[config.mk]
export PLATFORM = sky130hd
export DESIGN_NAME = marker_addr_latch
export DESIGN_NICKNAME = d
export VERILOG_FILES = /design/src/rtl/mal_pkg.sv /design/src/rtl/mal_decode.sv /design/src/rtl/mal_handshake.sv /design/src/rtl/mal_marker.sv /design/src/rtl/marker_addr_latch.sv
export SDC_FILE = /design/constraint.sdc
export NUM_CORES = 1
export LEC_CHECK = 0
export BUFFER_PORTS_ARGS = -buffer_cell sky130_fd_sc_hd__buf_2
export CAP_MARGIN = 30
export CORE_MARGIN = 5
export CORE_UTILIZATION = 30
export DETAILED_ROUTE_END_ITERATION = 8
export PLACE_DENSITY = 0.5
export REMOVE_ABC_BUFFERS = 1
export SYNTH_ARGS = -nofsm -noshare
export SYNTH_HDL_FRONTEND = slang
export SYNTH_SLANG_ARGS = --single-unit
[constraint.sdc]
create_clock -name clk -period 2.4 [get_ports clk]
set_clock_uncertainty 0.1 [all_clocks]
set_input_delay 0.48 -clock clk [delete_from_list [all_inputs] [get_ports clk]]
set_output_delay 0.48 -clock clk [all_outputs]
set_load 0.05 [all_outputs]
[src/rtl/mal_pkg.sv]
package mal_pkg;
    localparam int ADDR_W_DEF = 20;
    localparam int POS_W_DEF  = 9;
    localparam int NUM_MK     = 2;

    typedef enum logic [1:0] {
        HS_IDLE = 2'd0,
        HS_REQ  = 2'd1,
        HS_ACT  = 2'd2
    } hs_state_e;
endpackage

[src/rtl/mal_decode.sv]
module mal_decode #(
    parameter int PAGE_W = 11,
    parameter logic [PAGE_W-1:0] CTL_PAGE = 11'h07D,
    parameter logic [PAGE_W-1:0] MK_PAGE0 = 11'h07E
) (
    input  logic                        cyc,
    input  logic [PAGE_W-1:0]           page,
    output logic                        ctl_hit,
    output logic [mal_pkg::NUM_MK-1:0]  mk_hit,
    output logic                        any_hit
);
    import mal_pkg::*;

    assign ctl_hit = cyc && (page == CTL_PAGE);

    for (genvar k = 0; k < NUM_MK; k++) begin : g_win
        localparam logic [PAGE_W-1:0] WIN_PAGE = MK_PAGE0 + PAGE_W'(k);
        assign mk_hit[k] = cyc && (page == WIN_PAGE);
    end

    assign any_hit = ctl_hit || (|mk_hit);
endmodule

[src/rtl/mal_handshake.sv]
module mal_handshake #(
    parameter int ADDR_W = 20
) (
    input  logic              clk,
    input  logic              rst,
    input  logic              cyc_rd,
    input  logic              cyc_wr,
    input  logic              hit,
    input  logic [ADDR_W-1:0] addr,
    input  logic              arb_gnt,
    output logic              arb_req,
    output logic              buf_en,
    output logic              rd_en,
    output logic              wr_en,
    output logic [ADDR_W-1:0] addr_q,
    output logic              commit
);
    import mal_pkg::*;

    typedef struct packed {
        hs_state_e         st;
        logic              req;
        logic              buf_on;
        logic              rd_p;
        logic              wr_p;
        logic              is_wr;
        logic [ADDR_W-1:0] addr;
    } hs_t;

    localparam hs_t HS_RST = '{st: HS_IDLE, req: 1'b0, buf_on: 1'b0, rd_p: 1'b0,
                               wr_p: 1'b0, is_wr: 1'b0, addr: '0};

    hs_t hs_d, hs_q;
    logic cyc;

    assign cyc = cyc_rd || cyc_wr;

    always_comb begin
        hs_d      = hs_q;
        hs_d.rd_p = 1'b0;
        hs_d.wr_p = 1'b0;
        commit    = 1'b0;
        case (hs_q.st)
            HS_IDLE: begin
                if (cyc && hit) begin
                    hs_d.st    = HS_REQ;
                    hs_d.req   = 1'b1;
                    hs_d.addr  = addr;
                    hs_d.is_wr = cyc_wr;
                end
            end
            HS_REQ: begin
                if (cyc && arb_gnt) begin
                    hs_d.st     = HS_ACT;
                    hs_d.buf_on = 1'b1;
                    hs_d.rd_p   = !hs_q.is_wr;
                    hs_d.wr_p   = hs_q.is_wr;
                    commit      = hs_q.is_wr;
                end else if (!cyc) begin
                    hs_d.st  = HS_IDLE;
                    hs_d.req = 1'b0;
                end
            end
            HS_ACT: begin
                if (!cyc) begin
                    hs_d.st     = HS_IDLE;
                    hs_d.req    = 1'b0;
                    hs_d.buf_on = 1'b0;
                end
            end
            default: hs_d = HS_RST;
        endcase
    end

    always_ff @(posedge clk) begin
        if (rst) hs_q <= HS_RST;
        else     hs_q <= hs_d;
    end

    assign arb_req = hs_q.req;
    assign buf_en  = hs_q.buf_on;
    assign rd_en   = hs_q.rd_p;
    assign wr_en   = hs_q.wr_p;
    assign addr_q  = hs_q.addr;
endmodule

[src/rtl/mal_marker.sv]
module mal_marker #(
    parameter int POS_W = 9
) (
    input  logic             clk,
    input  logic             rst,
    input  logic             ld,
    input  logic [POS_W-1:0] val,
    output logic [POS_W-1:0] pos
);
    logic [POS_W-1:0] pos_d, pos_q;

    always_comb begin
        pos_d = pos_q;
        if (ld) pos_d = val;
    end

    always_ff @(posedge clk) begin
        if (rst) pos_q <= '0;
        else     pos_q <= pos_d;
    end

    assign pos = pos_q;
endmodule

[src/rtl/marker_addr_latch.sv]
module marker_addr_latch #(
    parameter int ADDR_W = mal_pkg::ADDR_W_DEF,
    parameter int POS_W  = mal_pkg::POS_W_DEF,
    parameter logic [ADDR_W-POS_W-1:0] CTL_PAGE = 11'h07D,
    parameter logic [ADDR_W-POS_W-1:0] MK_PAGE0 = 11'h07E
) (
    input  logic                                   clk,
    input  logic                                   rst,
    input  logic [ADDR_W-1:0]                      bus_addr,
    input  logic                                   bus_rd,
    input  logic                                   bus_wr,
    input  logic                                   arb_gnt,
    output logic                                   arb_req,
    output logic                                   buf_en,
    output logic                                   rd_en,
    output logic                                   wr_en,
    output logic                                   ctl_sel,
    output logic [mal_pkg::NUM_MK-1:0]             mk_stb,
    output logic [mal_pkg::NUM_MK-1:0][POS_W-1:0]  mk_pos
);
    import mal_pkg::*;

    localparam int PAGE_W = ADDR_W - POS_W;

    logic              live_hit;
    logic [ADDR_W-1:0] held_addr;
    logic              commit;
    logic              held_ctl;
    logic              held_any;
    logic [NUM_MK-1:0] held_mk;

    // live decode drives the window selects
    mal_decode #(.PAGE_W(PAGE_W), .CTL_PAGE(CTL_PAGE), .MK_PAGE0(MK_PAGE0)) u_dec_live (
        .cyc     (bus_rd || bus_wr),
        .page    (bus_addr[ADDR_W-1:POS_W]),
        .ctl_hit (ctl_sel),
        .mk_hit  (mk_stb),
        .any_hit (live_hit)
    );

    // decode of the address captured at request time steers the marker load
    mal_decode #(.PAGE_W(PAGE_W), .CTL_PAGE(CTL_PAGE), .MK_PAGE0(MK_PAGE0)) u_dec_held (
        .cyc     (1'b1),
        .page    (held_addr[ADDR_W-1:POS_W]),
        .ctl_hit (held_ctl),
        .mk_hit  (held_mk),
        .any_hit (held_any)
    );

    mal_handshake #(.ADDR_W(ADDR_W)) u_hs (
        .clk     (clk),
        .rst     (rst),
        .cyc_rd  (bus_rd),
        .cyc_wr  (bus_wr),
        .hit     (live_hit),
        .addr    (bus_addr),
        .arb_gnt (arb_gnt),
        .arb_req (arb_req),
        .buf_en  (buf_en),
        .rd_en   (rd_en),
        .wr_en   (wr_en),
        .addr_q  (held_addr),
        .commit  (commit)
    );

    for (genvar k = 0; k < NUM_MK; k++) begin : g_mk
        mal_marker #(.POS_W(POS_W)) u_mk (
            .clk (clk),
            .rst (rst),
            .ld  (commit && held_mk[k] && held_any && !held_ctl),
            .val (held_addr[POS_W-1:0]),
            .pos (mk_pos[k])
        );
    end
endmodule

# Word level (Yosys, flattened, before mapping)
# Index checks and enable logic that the tools add are counted.
totals:
  regBits: 45
  latchBits: 0
  ram_bits: 0
  rom_bits: 0
  inputBits: 25
  output_inout_bits: 25
  elab_cells: 64
  n_memories: 0
op_classes:
  n_addsub: 0
  multipliers: 0
  div: 0
  n_lt_le_gt_ge: 0
  n_eq_ne: 14
  shifts: 0
  muxes: 12
  n_bitwise: 4
  n_reduce_logical: 25
op_table:
  columns: ["cell", "n"]
  rows:
  - ["equality test 11 x 7 -> 1 bit, second input constant", 6]
  - ["one-hot mux 21 bit (2 select lines)", 1]
  - ["2-to-1 mux 21 bit", 1]
  - ["logical AND 1 bit", 11]
  - ["2-to-1 mux 3 bit", 3]
  - ["one-hot mux 3 bit (3 select lines)", 1]
  - ["!= test 2 bit, second input constant", 3]
  - ["AND reduction 3 bit", 2]
  - ["OR reduction 2 bit", 3]
  - ["2-to-1 mux 4 bit", 1]
  - ["!= test 2 x 1 -> 1 bit, second input constant", 2]
  - ["NOT 1 bit", 4]
  - ["AND reduction 4 bit", 1]
  - ["logical OR 1 bit", 3]
  - ["2-to-1 mux 1 bit", 3]
  - ["!= test 3 x 2 -> 1 bit, second input constant", 1]
  - ["one-hot mux 1 bit (3 select lines)", 1]
  - ["OR reduction 3 bit", 1]
  - ["equality test 2 x 1 -> 1 bit, second input constant", 1]
  - ["equality test 2 bit, second input constant", 1]
  - ["logical NOT 1 bit", 2]
  - ["logical NOT 2 bit", 1]
  - ["2-to-1 mux 2 bit", 1]
  - ["AND reduction 2 bit", 1]

# Logic depth before layout (Yosys ltp)
# Gate-level depths: netlist of the first run.
depth:
  ltp_word: 7
  ltp_mapped: 8
  depth_no_buf: 7

# By module
# Synthesis of the first run repeated with hierarchy kept, for this count alone.
hier_totals:
  hier_cells: 240
  hier_area_um2: 2080.7
by_module_without_submodules:
  columns: ["mod", "instances", "cells_each", "area_each_um2", "seq_area_each_um2"]
  rows:
  - ["mal_handshake", 1, 156, 1262.5, 540.5]
  - ["mal_marker", 2, 29, 319.1, 180.2]
  - ["mal_decode", 2, 11, 75.1, 0.0]
  - ["marker_addr_latch", 1, 4, 30.0, 0.0]

# Worst setup path before layout of the first run
# No wires, ideal clock.
synth_timing:
  path_type: "input -> output"
  start: "input port bus_addr[12]"
  end: "output port ctl_sel"
  arrival_ps: 2101
  required_ps: 1820
  slack_ps: -281
  stages: 5
  path_buffers: 0
  path_cell_list: "nand4_1 or4b_4 nor4_1 nand2_1 nor2_1"
synth_via:
  elab_chain_len: 2
synth_rtl:
  columns: ["item", "line", "rtl"]
  rows:
  - ["start, declared", "marker_addr_latch.sv:9", "input logic [ADDR_W-1:0] bus_addr,"]
  - ["equality test 11 x 7 -> 1 bit", "mal_decode.sv:14", "assign ctl_hit = cyc && (page == CTL_PAGE);"]
  - ["logical AND 1 bit", "mal_decode.sv:14", null]
  - ["end, declared", "marker_addr_latch.sv:17", "output logic ctl_sel,"]
# No other way between the ends.

# Final worst setup path of the first run
layout_timing:
  start: "input port bus_wr"
  end: "output port mk_stb[0] in the netlist's numbering"
layout_via:
  elab_chain_len: 2
layout_rtl:
  columns: ["item", "line", "rtl"]
  rows:
  - ["start, declared", "marker_addr_latch.sv:11", "input logic bus_wr,"]
  - ["logical OR 1 bit", "marker_addr_latch.sv:34", ".cyc (bus_rd || bus_wr),"]
  - ["logical AND 1 bit", "mal_decode.sv:18", "assign mk_hit[k] = cyc && (page == WIN_PAGE);"]
  - ["end, declared", "marker_addr_latch.sv:18", "output logic [mal_pkg::NUM_MK-1:0] mk_stb,"]
# No other way between the ends.

==> impl_results.md, run 1 <==
- Rel. slew slack: 51.8%
- Post-CTS Hold Buffers: 0
- Die area: 7200 sq um
- FMAX: 434 MHz
- Row cnt: 27
- ANT cells: 0
- Num ports: 50
- CP Cell Sequence: buf_2 -> nor2_1 -> or4b_4 -> nor4_4 -> and3b_1 -> buf_4
- Worst path top cell family by delay: simple AND/OR/NAND/NOR gates
- Root buf cell: clkbuf_8
- Setup violators final: 0
- Vias per cell: 4.52
- Area growth, synth to finish: 28.5%
- Hold Crit Class: input pin to register
- Bufs and invs on worst path: 2
- Syn. warnings: 0
- Static leakage: 0.973 nW
- Initial Util: 30.7%
- CORE AREA: 5470 sq um
- Worst Path Class, Setup: input pin to primary output
- Post-synth EDFFs: 0
- Vias: 1306
- Crit-path slowest cell: or4b_4
- Hold Fails Final Rpt: 0
- Mean area per synthesized cell: 10.8 sq um
- CTS Sinks: 45
- RSZ-0062 raised after global routing: false
- Chip Height: 84.9 um
- Share of cells above drive strength 1: 32.7%
- Least-Margin Pin Slew: 0.723 ns
- GP Congestion: 0.712
- Seq/Total Area, Yosys: 53.6%
- Largest stage delay on the critical path: 0.53 ns
- Initial DRC count: 37
- Final Power: 1.24 mW
- Fin. max-slew vios: 0
- Flops & latches, synth: 45
- Chip width: 84.9 um
- Residual DRC count: 0
- Synth Flop Type: dfxtp_1
- Status: complete, no violations
- Skew-Pair Late Insertion Delay: 0.29 ns
- Initial antenna violation count: 0
- Startpoint class of the critical path: input pin
- Final Net Count: 244
- Maximum fanout along the worst path: 3
- Port Buffers: 49
- IR drop worst, VDD: 0.201 mV
- Hpwl dp: 2.74 mm
- Cell count after synthesis: 156
- Antenna-violating nets left: 0
- Post-Route WL: 3.80 mm
- Post-route cell area: 2160 sq um
- Drt wl/cell: 13.1 um
- Async set-reset flop share out of synthesis: 0%
- Area after DPL: 2060 sq um
- Crit path arrival time: 1.72 ns
- Power Dens Cells: 576 nW/um^2
- Congestion Overflow GR: 0
- Largest net degree at the start of global routing: 23
- Clock-pin slew on the worst setup and hold paths: 0.08 ns
- Vias in the first global route: 1320
- CTS tree: built
- Final worst path period share: 96.0%
- Cell Area, Synth: 1680 sq um
- Drt pass-1 iters: 4
- Max Cap Violations: 0
- Critical Path RT: 1.82 ns
- CTS Buf Count: 5
- Global-route usage over all layers: 11.3%
- Global-route wire length before repair: 6.44 mm
- CTS Buffer Depth: 2
- Netlist cell types: 33
- H-tree depth: 2
- CP Capture Type: primary output
- Min cycle time layout: 2.30 ns
==> routing by layer <==
layer	vias up	global-route usage, %	wire (um)
met2	49	16.3	1540
li1	676	-	-
met4	0	3.45	51
met3	6	4.66	313
met5	-	0	0
met1	575	15.5	1890
==> report_power, final <==
| part | switching, mW | internal (mW) | leakage (nW) |
|---|---|---|---|
| clock | 0.236 | 0.207 | 0.0395 |
| sequential | 0.000263 | 0.746 | 0.362 |
| combinational | 0.0310 | 0.0232 | 0.572 |
| total | 0.267 | 0.976 | 0.973 |
==> kinds of logic (layout without fill, tap and decap cells) <==
logic type      count (synthesis)  count (layout)  share of synthesized area, %
flops                          45              45                          53.6
fa+ha+maj                       3               3                          2.23
buf+inv                        11              72                          3.12
compound gates                 30              30                          14.0
simple gates                   49              49                          16.4
mux                            18              18                          10.7
==> cell type report <==
cell class                 count  area (sq um)
tap                           72          90.1
inverter                       5          18.8
clock buffer                   8          80.1
sequential                    45           901
multi-input combinational    100           743
fill                         577          3310
timing repair buffer          59           328
==> state kept, by name, summed over array words and instances (netlist names) <==
register and count:
u_hs.addr_q 20, g_mk.u_mk.pos 18, u_hs.wr_en 1, u_hs.hs_q 3, u_hs.arb_req 1, u_hs.buf_en 1
u_hs.rd_en 1
==> cell usage in the layout (no fill, tap or decap), types with 2 or more instances in the layout <==
cell type / instances
buf_2: 46
dfxtp_1: 45
nor2_1: 23
mux2i_1: 18
a22o_1: 12
buf_4: 12
inv_1: 5
o21a_1: 5
clkbuf_8: 5
nor3_1: 4
a21oi_1: 4
and2_1: 4
ha_1: 3
clkbuf_1: 3
nand2_1: 2
o21ai_0: 2
nand4b_1: 2
nor4_1: 2
a211oi_1: 2
nor3b_1: 2
==> metrics by stage <==
stage	instances	hold WS, ns	utilization (%)	TNS [ns]	setup WS [ns]
4_1_cts	289	0.288	39.3	0	0.00452
3_3_place_gp	281	0.339	37.6	-0.160	-0.0632
3_5_place_dp	281	0.339	37.6	-0.353	-0.141
5_1_grt	289	0.295	39.5	0	0.00753
6_report	289	0.297	39.5	0	0.0965
2_1_floorplan	150	0.320	-	-0.394	-0.281
==> timing repair <==
item                       4_1_cts  5_1_grt
setup endpoints to repair        3        3
resized for setup                3        2
cloned                           0        0
buffers inserted                 0        0
pin swaps                        0        0
==> synth_stat cells, drive strengths merged, types with 2 or more instances <==
cell type   n  area share [%]
mux2i      18              11
nand4b      2             1.0
a22o       12             6.2
nor3        4             1.2
nor3b       2            0.89
clkbuf      2            0.45
dfxtp      45              54
nand2       2            0.45
a211oi      2            0.89
and2        4             1.5
a21oi       5             1.7
inv         5             1.1
nor2       23             5.1
buf         4             1.6
o21a        5             2.2
ha          3             2.2
o21ai       3             1.6
nor4        3             1.1
==> worst paths after layout <==
path,from,end,slack [ns],depth (start not counted)
worst min-delay path,bus_addr[1],u_hs.addr_q[1]$_SDFFE_PP0P_,0.30,2
worst max-delay path,bus_wr,mk_stb[0],0.1,6
worst max register to register,u_hs.hs_q[26]$_SDFFE_PP0P_,g_mk[0].u_mk.pos[5]$_SDFFE_PP0P_,0.33,8
worst min register to register,u_hs.addr_q[17]$_SDFFE_PP0P_,u_hs.addr_q[17]$_SDFFE_PP0P_,0.36,1
(Power assumes the default switching activity.)
==> inputs of run 2 (changes only) <==
--- a/config.mk
+++ b/config.mk
@@ -10,7 +10,7 @@
 export CORE_MARGIN = 5
 export CORE_UTILIZATION = 30
 export DETAILED_ROUTE_END_ITERATION = 8
-export PLACE_DENSITY = 0.5
+export PLACE_DENSITY = 0.52
 export REMOVE_ABC_BUFFERS = 1
 export SYNTH_ARGS = -nofsm -noshare
 export SYNTH_HDL_FRONTEND = slang
==> constraint.sdc (replaced) <==
create_clock -name clk -period 2.1 [get_ports clk]
set_clock_uncertainty 0.1 [all_clocks]
set_input_delay 0.42 -clock clk [delete_from_list [all_inputs] [get_ports clk]]
set_output_delay 0.42 -clock clk [all_outputs]
set_load 0.05 [all_outputs]
==> run 2 against run 1 <==
Effect of this change: the run now ends with negative setup slack left; clock power increased by 48%; combinational power increased by 26%; non-clock buffer count increased by 3; sequential cell count unchanged; utilization increased by 2.2 points; largest cell class unchanged; largest power group unchanged.
==> impl_results.md, run 2 (synthesis gave the netlist of run 1 again) <==
- Rel. slew slack: 51.4% (was 51.8%)
- Min cycle time layout: 2.15 ns
- Post-CTS Hold Buffers: 0 (unchanged)
- Max Cap Violations: 0 (unchanged)
- Static leakage: 1.02 nW (was 0.973 nW)
- Port Buffers: 49 (unchanged)
- CP Capture Type: primary output (unchanged)
- Status: complete, but fails checks (was complete, no violations)
- Vias per cell: 4.58 (was 4.52)
- Share of cells above drive strength 1: 35.9% (was 32.7%)
- Switch Pwr: 335 uW (was 267 uW)
- CTS Buf Count: 5 (unchanged)
- Hold Fails Final Rpt: 0 (unchanged)
- Clock-pin slew on the worst setup and hold paths: 0.08 ns (about the same)
- Fin. max-slew vios: 0 (unchanged)
- Power Dens Cells: 692 nW/um^2 (was 576 nW/um^2)
- Failing checks: negative setup slack
- Initial antenna violation count: 0 (unchanged)
- Crit path arrival time: 1.63 ns (was 1.72 ns)
- GP Congestion: 0.672 (was 0.712)
- Vias: 1337 (was 1306)
- Initial Util: 30.7% (unchanged)
- Largest net degree at the start of global routing: 25 (was 23)
- Congestion Overflow GR: 0 (unchanged)
- Chip Height: 84.9 um (unchanged)
- Setup violators final: 3 (was 0)
- Final setup margin: -0.0478 ns (was 0.0965 ns)
- Logic pwr share: 4.3% (was 4.4%)
- ANT cells: 0 (unchanged)
- Net Sw Frac: 21.2% (was 21.5%)
- Global-route wire length before repair: 6.57 mm (was 6.44 mm)
- Startpoint class of the critical path: input pin (unchanged)
- Post-route cell area: 2280 sq um (was 2160 sq um)
- Drt wl/cell: 13.4 um (was 13.1 um)
- CTS Buffer Depth: 2 (unchanged)
- Register area: 901 sq um (unchanged)
- Num ports: 50 (unchanged)
- Global-route usage over all layers: 11.4% (was 11.3%)
- Residual DRC count: 0 (unchanged)
- Die area: 7200 sq um (unchanged)
- CORE AREA: 5470 sq um (unchanged)
- Multi-input gate area: 754 sq um (was 743 sq um)
- Area growth, synth to finish: 35.6% (was 28.5%)
- Clock power frac: 41.6% (was 35.6%)
- CTS Sinks: 45 (unchanged)
- Sequential Power Share: 54.1% (was 60.0%)
- Hold Crit Class: input pin to register (unchanged)
- Hpwl dp: 2.82 mm (was 2.74 mm)
- Drt pass-1 iters: 4 (unchanged)
- Worst Hold Depth: 2 (unchanged)
- CTS tree: built (unchanged)
- Vias in the first global route: 1401 (was 1320)
- Critical Path RT: 1.58 ns (was 1.82 ns)
- RSZ-0062 raised after global routing: true (was false)
- Chip width: 84.9 um (unchanged)
- Root buf cell: clkbuf_8 (unchanged)
- DP Worst Slack: -0.302 ns (was -0.141 ns)
- FF-to-FF path depth: 6 (was 8)
- Antenna-violating nets left: 0 (unchanged)
- FMAX: 466 MHz
- Cell internal pwr: 1.24 mW (was 976 uW)
- Area after DPL: 2090 sq um (was 2060 sq um)
- Maximum fanout along the worst path: 3 (unchanged)
- Final Net Count: 247 (was 244)
- Initial DRC count: 50 (was 37)
- Skew-Pair Late Insertion Delay: 0.30 ns (was 0.29 ns)
- Largest register FFs: 20 (unchanged)
- H-tree depth: 2 (unchanged)
- Fillers: 542 (was 577)
- Least-Margin Pin Slew: 0.728 ns (was 0.723 ns)
- Final worst path period share: 102%
- IR drop worst, VDD: 0.266 mV (was 0.201 mV)
- Post-Route WL: 3.91 mm (was 3.80 mm)
- Worst Path Class, Setup: input pin to primary output (unchanged)
- Row cnt: 27 (unchanged)
- Commonest non-fill, non-tap cell in the layout: dfxtp_1 (was buf_2)
- Most frequent cells in the layout: dfxtp_1 (45), buf_2 (41), nor2_1 (22) (was buf_2 (46), dfxtp_1 (45), nor2_1 (23))
==> run 2: power by group through the flow <==
stage	combinational, mW	clock, mW	sequential (mW)
after floorplan	0.0124	0	0.873
after global placement	0.0609	0	0.873
after detailed placement	0.0607	0	0.873
after CTS	0.0690	0.680	0.853
after global routing	0.0752	0.715	0.853
final	0.0684	0.657	0.853
==> run 2: through the flow <==
step	utilization [%]	std cells	total power [mW]	setup TNS (ns)	hold slack, ns
2_1_floorplan	-	150	0.886	-1.82	0.320
3_3_place_gp	38.2	284	0.934	-0.863	0.342
3_5_place_dp	38.2	284	0.934	-1.20	0.341
4_1_cts	41.4	292	1.60	-0.176	0.215
5_1_grt	41.7	292	1.64	-0.409	0.224
6_report	41.7	292	1.58	-0.123	0.227
==> run 2: final timing paths <==
kind,start,to,slack [ns]
worst max-delay path,bus_addr[12],mk_stb[0],-0.05
worst min register to register,u_hs.addr_q[18]$_SDFFE_PP0P_,u_hs.addr_q[18]$_SDFFE_PP0P_,0.36
worst min-delay path,bus_addr[6],u_hs.addr_q[6]$_SDFFE_PP0P_,0.23
worst max register to register,u_hs.addr_q[17]$_SDFFE_PP0P_,g_mk[0].u_mk.pos[0]$_SDFFE_PP0P_,0.17
==> run 2: repair_timing <==
item,4_1_cts,5_1_grt
pin swaps,2,2
setup endpoints to repair,3,12
setup buffers,0,0
endpoints found under the hold margin,0,0
resized for setup,13,3
==> run 2: area by class of cell <==
cell class / count / share of cell area [%]
clock buffers: 6 / 3.18
flip-flops and latches: 45 / 39.5
multi-input cells: 100 / 33.1
clock inverters: 2 / 1.70
inverters: 5 / 0.823
repair buffers: 62 / 17.8
well taps: 72 / 3.95
==> run 2: per-layer routing <==
metal | vias up | GRT usage [%] | part of all wire [%]
met2 | 47 | 17.0 | 41
li1 | 679 | - | -
met3 | 9 | 3.40 | 7.0
met4 | 0 | 4.32 | 1.7
met5 | - | 0 | 0
met1 | 602 | 15.4 | 50
==> run 2: critical path: stages <==
cell,delay (ns)
buf_6,0.06
nand4_1,0.08
or4b_4,0.51
nor4_4,0.18
and3b_1,0.22
buf_6,0.16
==> inputs of run 3 (changes only) <==
--- a/config.mk
+++ b/config.mk
@@ -5,7 +5,7 @@
 export SDC_FILE = /design/constraint.sdc
 export NUM_CORES = 1
 export LEC_CHECK = 0
-export BUFFER_PORTS_ARGS = -buffer_cell sky130_fd_sc_hd__buf_2
+export BUFFER_PORTS_ARGS = -buffer_cell sky130_fd_sc_hd__buf_4
 export CAP_MARGIN = 30
 export CORE_MARGIN = 5
 export CORE_UTILIZATION = 30
==> run 3 against run 2 <==
Effect of this change: the run still ends with negative setup slack left; critical path type unchanged; via count grew 0.22%; final area grew 4.2%; worst hold slack gained 0.0035 ns; clock-buffer cell count shrank 1; first-iteration DRC count shrank 40%; die area is the same; non-clock buffer count shrank 1.
==> impl_results.md, run 3 (synthesis gave the netlist of run 1 again) <==
- Hold Path Origin: bus_addr[7] (was bus_addr[6])
- Final core utilization: 43.4% (was 41.7%)
- R2r setup slk: 0.12 ns (was 0.17 ns)
- Port Buffers: 49 (unchanged)
- CTS Buffer Depth: 2 (unchanged)
- Num ports: 50 (unchanged)
- Row cnt: 27 (unchanged)
- Residual DRC count: 0 (unchanged)
- Most frequent cells in the layout: buf_4 (53), dfxtp_1 (45), nor2_1 (21) (was dfxtp_1 (45), buf_2 (41), nor2_1 (22))
- Initial Util: 30.7% (unchanged)
- Global-route usage over all layers: 11.3% (was 11.4%)
- Antenna-violating nets left: 0 (unchanged)
- Share of cells above drive strength 1: 36.2% (was 35.9%)
- IR drop worst, VDD: 0.419 mV (was 0.266 mV)
- Min cycle time layout: 2.16 ns (was 2.15 ns)
- Final setup margin: -0.0615 ns (was -0.0478 ns)
- Power Dens Cells: 653 nW/um^2 (was 692 nW/um^2)
- Hold path endpoint: u_hs.addr_q[7]$_SDFFE_PP0P_ (was u_hs.addr_q[6]$_SDFFE_PP0P_)
- Final Net Count: 246 (was 247)
- Final worst path period share: 103% (was 102%)
- Vias: 1340 (was 1337)
- Rel. slew slack: 51.0% (was 51.4%)
- Largest net degree at the start of global routing: 28 (was 25)
- Largest register FFs: 20 (unchanged)
- Sequential Power Share: 54.9% (was 54.1%)
- Congestion Overflow GR: 0 (unchanged)
- Worst Path Class, Setup: input pin to primary output (unchanged)
- Switch Pwr: 314 uW (was 335 uW)
- Chip Height: 84.9 um (unchanged)
- Non-Filler Instances: 290 (was 292)
- FMAX: 463 MHz (was 466 MHz)
- Vias per cell: 4.62 (was 4.58)
- Final Power: 1.55 mW (was 1.58 mW)
- Fin. max-slew vios: 0 (unchanged)
- Commonest non-fill, non-tap cell in the layout: buf_4 (was dfxtp_1)
- Static leakage: 1.04 nW (was 1.02 nW)
- Area after DPL: 2210 sq um (was 2090 sq um)
- Startpoint class of the critical path: input pin (unchanged)
- Critical Path RT: 1.58 ns (about the same)
- Least-Margin Pin Slew: 0.735 ns (was 0.728 ns)
- R2r startpoint: u_hs.addr_q[17]$_SDFFE_PP0P_ (unchanged)
- Clock power frac: 40.2% (was 41.6%)
- Net Sw Frac: 20.2% (was 21.2%)
- CTS Buf Count: 5 (unchanged)
- Area growth, synth to finish: 41.4% (was 35.6%)
- Initial antenna violation count: 0 (unchanged)
- Chip width: 84.9 um (unchanged)
- Vias in the first global route: 1358 (was 1401)
- Status: complete, but fails checks (unchanged)
- Initial DRC count: 30 (was 50)
- H-tree depth: 2 (unchanged)
- Fillers: 576 (was 542)
- Root buf cell: clkbuf_8 (unchanged)
- Hold Crit Class: input pin to register (unchanged)
- Number of setup buffers added after CTS: 0 (unchanged)
- Global-route wire length before repair: 6.49 mm (was 6.57 mm)
- Post-Route WL: 3.91 mm (about the same)
- CORE AREA: 5470 sq um (unchanged)
- Die area: 7200 sq um (unchanged)
- Drt wl/cell: 13.5 um (was 13.4 um)
- Drt pass-1 iters: 4 (unchanged)
- Maximum fanout along the worst path: 3 (unchanged)
- Skew-Pair Late Insertion Delay: 0.29 ns (was 0.30 ns)
- Cell internal pwr: 1.24 mW (about the same)
- Final TNS setup: -0.163 ns (was -0.123 ns)
- Logic pwr share: 4.9% (was 4.3%)
- CP Capture Type: primary output (unchanged)
- Clock-pin slew on the worst setup and hold paths: 0.09 ns (was 0.08 ns)
- Cell count after placement: 283 (was 284)
- ANT cells: 0 (unchanged)
- Crit path arrival time: 1.64 ns (was 1.63 ns)
- Hpwl dp: 2.83 mm (was 2.82 mm)
- Max Cap Violations: 0 (unchanged)
- Failing checks: negative setup slack (unchanged)
- FF-to-FF path depth: 6 (unchanged)
- Post-route cell area: 2380 sq um (was 2280 sq um)
- CTS Sinks: 45 (unchanged)
- Reg-to-reg endpoint: g_mk[0].u_mk.pos[7]$_SDFFE_PP0P_ (was g_mk[0].u_mk.pos[0]$_SDFFE_PP0P_)
- Worst Hold Depth: 2 (unchanged)
- GP Congestion: 0.699 (was 0.672)
- Setup violators final: 3 (unchanged)
- CTS tree: built (unchanged)
- Hold Fails Final Rpt: 0 (unchanged)
- RSZ-0062 raised after global routing: true (unchanged)
-- run 3: power groups by stage --
| stage | clock [mW] | sequential, mW | combinational [mW] |
|---|---|---|---|
| 3_3_place_gp | 0 | 0.873 | 0.0721 |
| 5_1_grt | 0.681 | 0.853 | 0.0831 |
| 6_report | 0.625 | 0.853 | 0.0756 |
| 2_1_floorplan | 0 | 0.873 | 0.0124 |
| 3_5_place_dp | 0 | 0.873 | 0.0717 |
| 4_1_cts | 0.649 | 0.853 | 0.0762 |
-- run 3: repair_timing --
action | in CTS | in global routing
pin swaps | 2 | 3
hold buffers | 0 | 0
endpoints found under the setup margin | 3 | 12
gates resized for setup | 9 | 5
gates cloned | 0 | 0
-- run 3: metal layers --
layer	track usage, %	vias up	share of wire (%)
met5	0	-	0
met4	3.45	0	0.82
met3	4.56	4	8.7
met2	16.8	49	42
met1	15.0	612	49
li1	-	675	-
-- run 3: how the worst max path moves through the flow --
stage	from	endpoint	slack, ns	cells past startpoint
final	bus_addr[19]	mk_stb[0]	-0.06	5
after global routing	bus_addr[12]	ctl_sel	-0.16	7
after CTS	bus_addr[12]	ctl_sel	-0.07	7
after detailed placement	bus_addr[12]	mk_stb[0]	-0.25	6
after global placement	bus_addr[12]	mk_stb[0]	-0.20	6
after floorplan	bus_addr[12]	ctl_sel	-0.46	5
-- run 3: metrics by stage --
stage / hold slack (ns) / setup WS (ns)
2_1_floorplan: 0.320 / -0.461
3_3_place_gp: 0.338 / -0.196
3_5_place_dp: 0.335 / -0.249
4_1_cts: 0.221 / -0.0685
5_1_grt: 0.223 / -0.162
6_report: 0.231 / -0.0615
-- run 3: layout make-up --
cell class | count | area [sq um] | area share (%)
Sequential cell | 45 | 901 | 37.9
Multi-Input combinational cell | 100 | 767 | 32.3
Timing Repair Buffer | 61 | 497 | 20.9
Tap cell | 72 | 90.1 | 3.79
Clock buffer | 5 | 68.8 | 2.89
Clock inverter | 2 | 35.0 | 1.47
Inverter | 5 | 18.8 | 0.789
-- run 3: critical path, cell delays in order --
cell	delay, ns
buf_4	0.11
or4b_4	0.55
nor4_4	0.19
and3b_1	0.22
buf_6	0.16
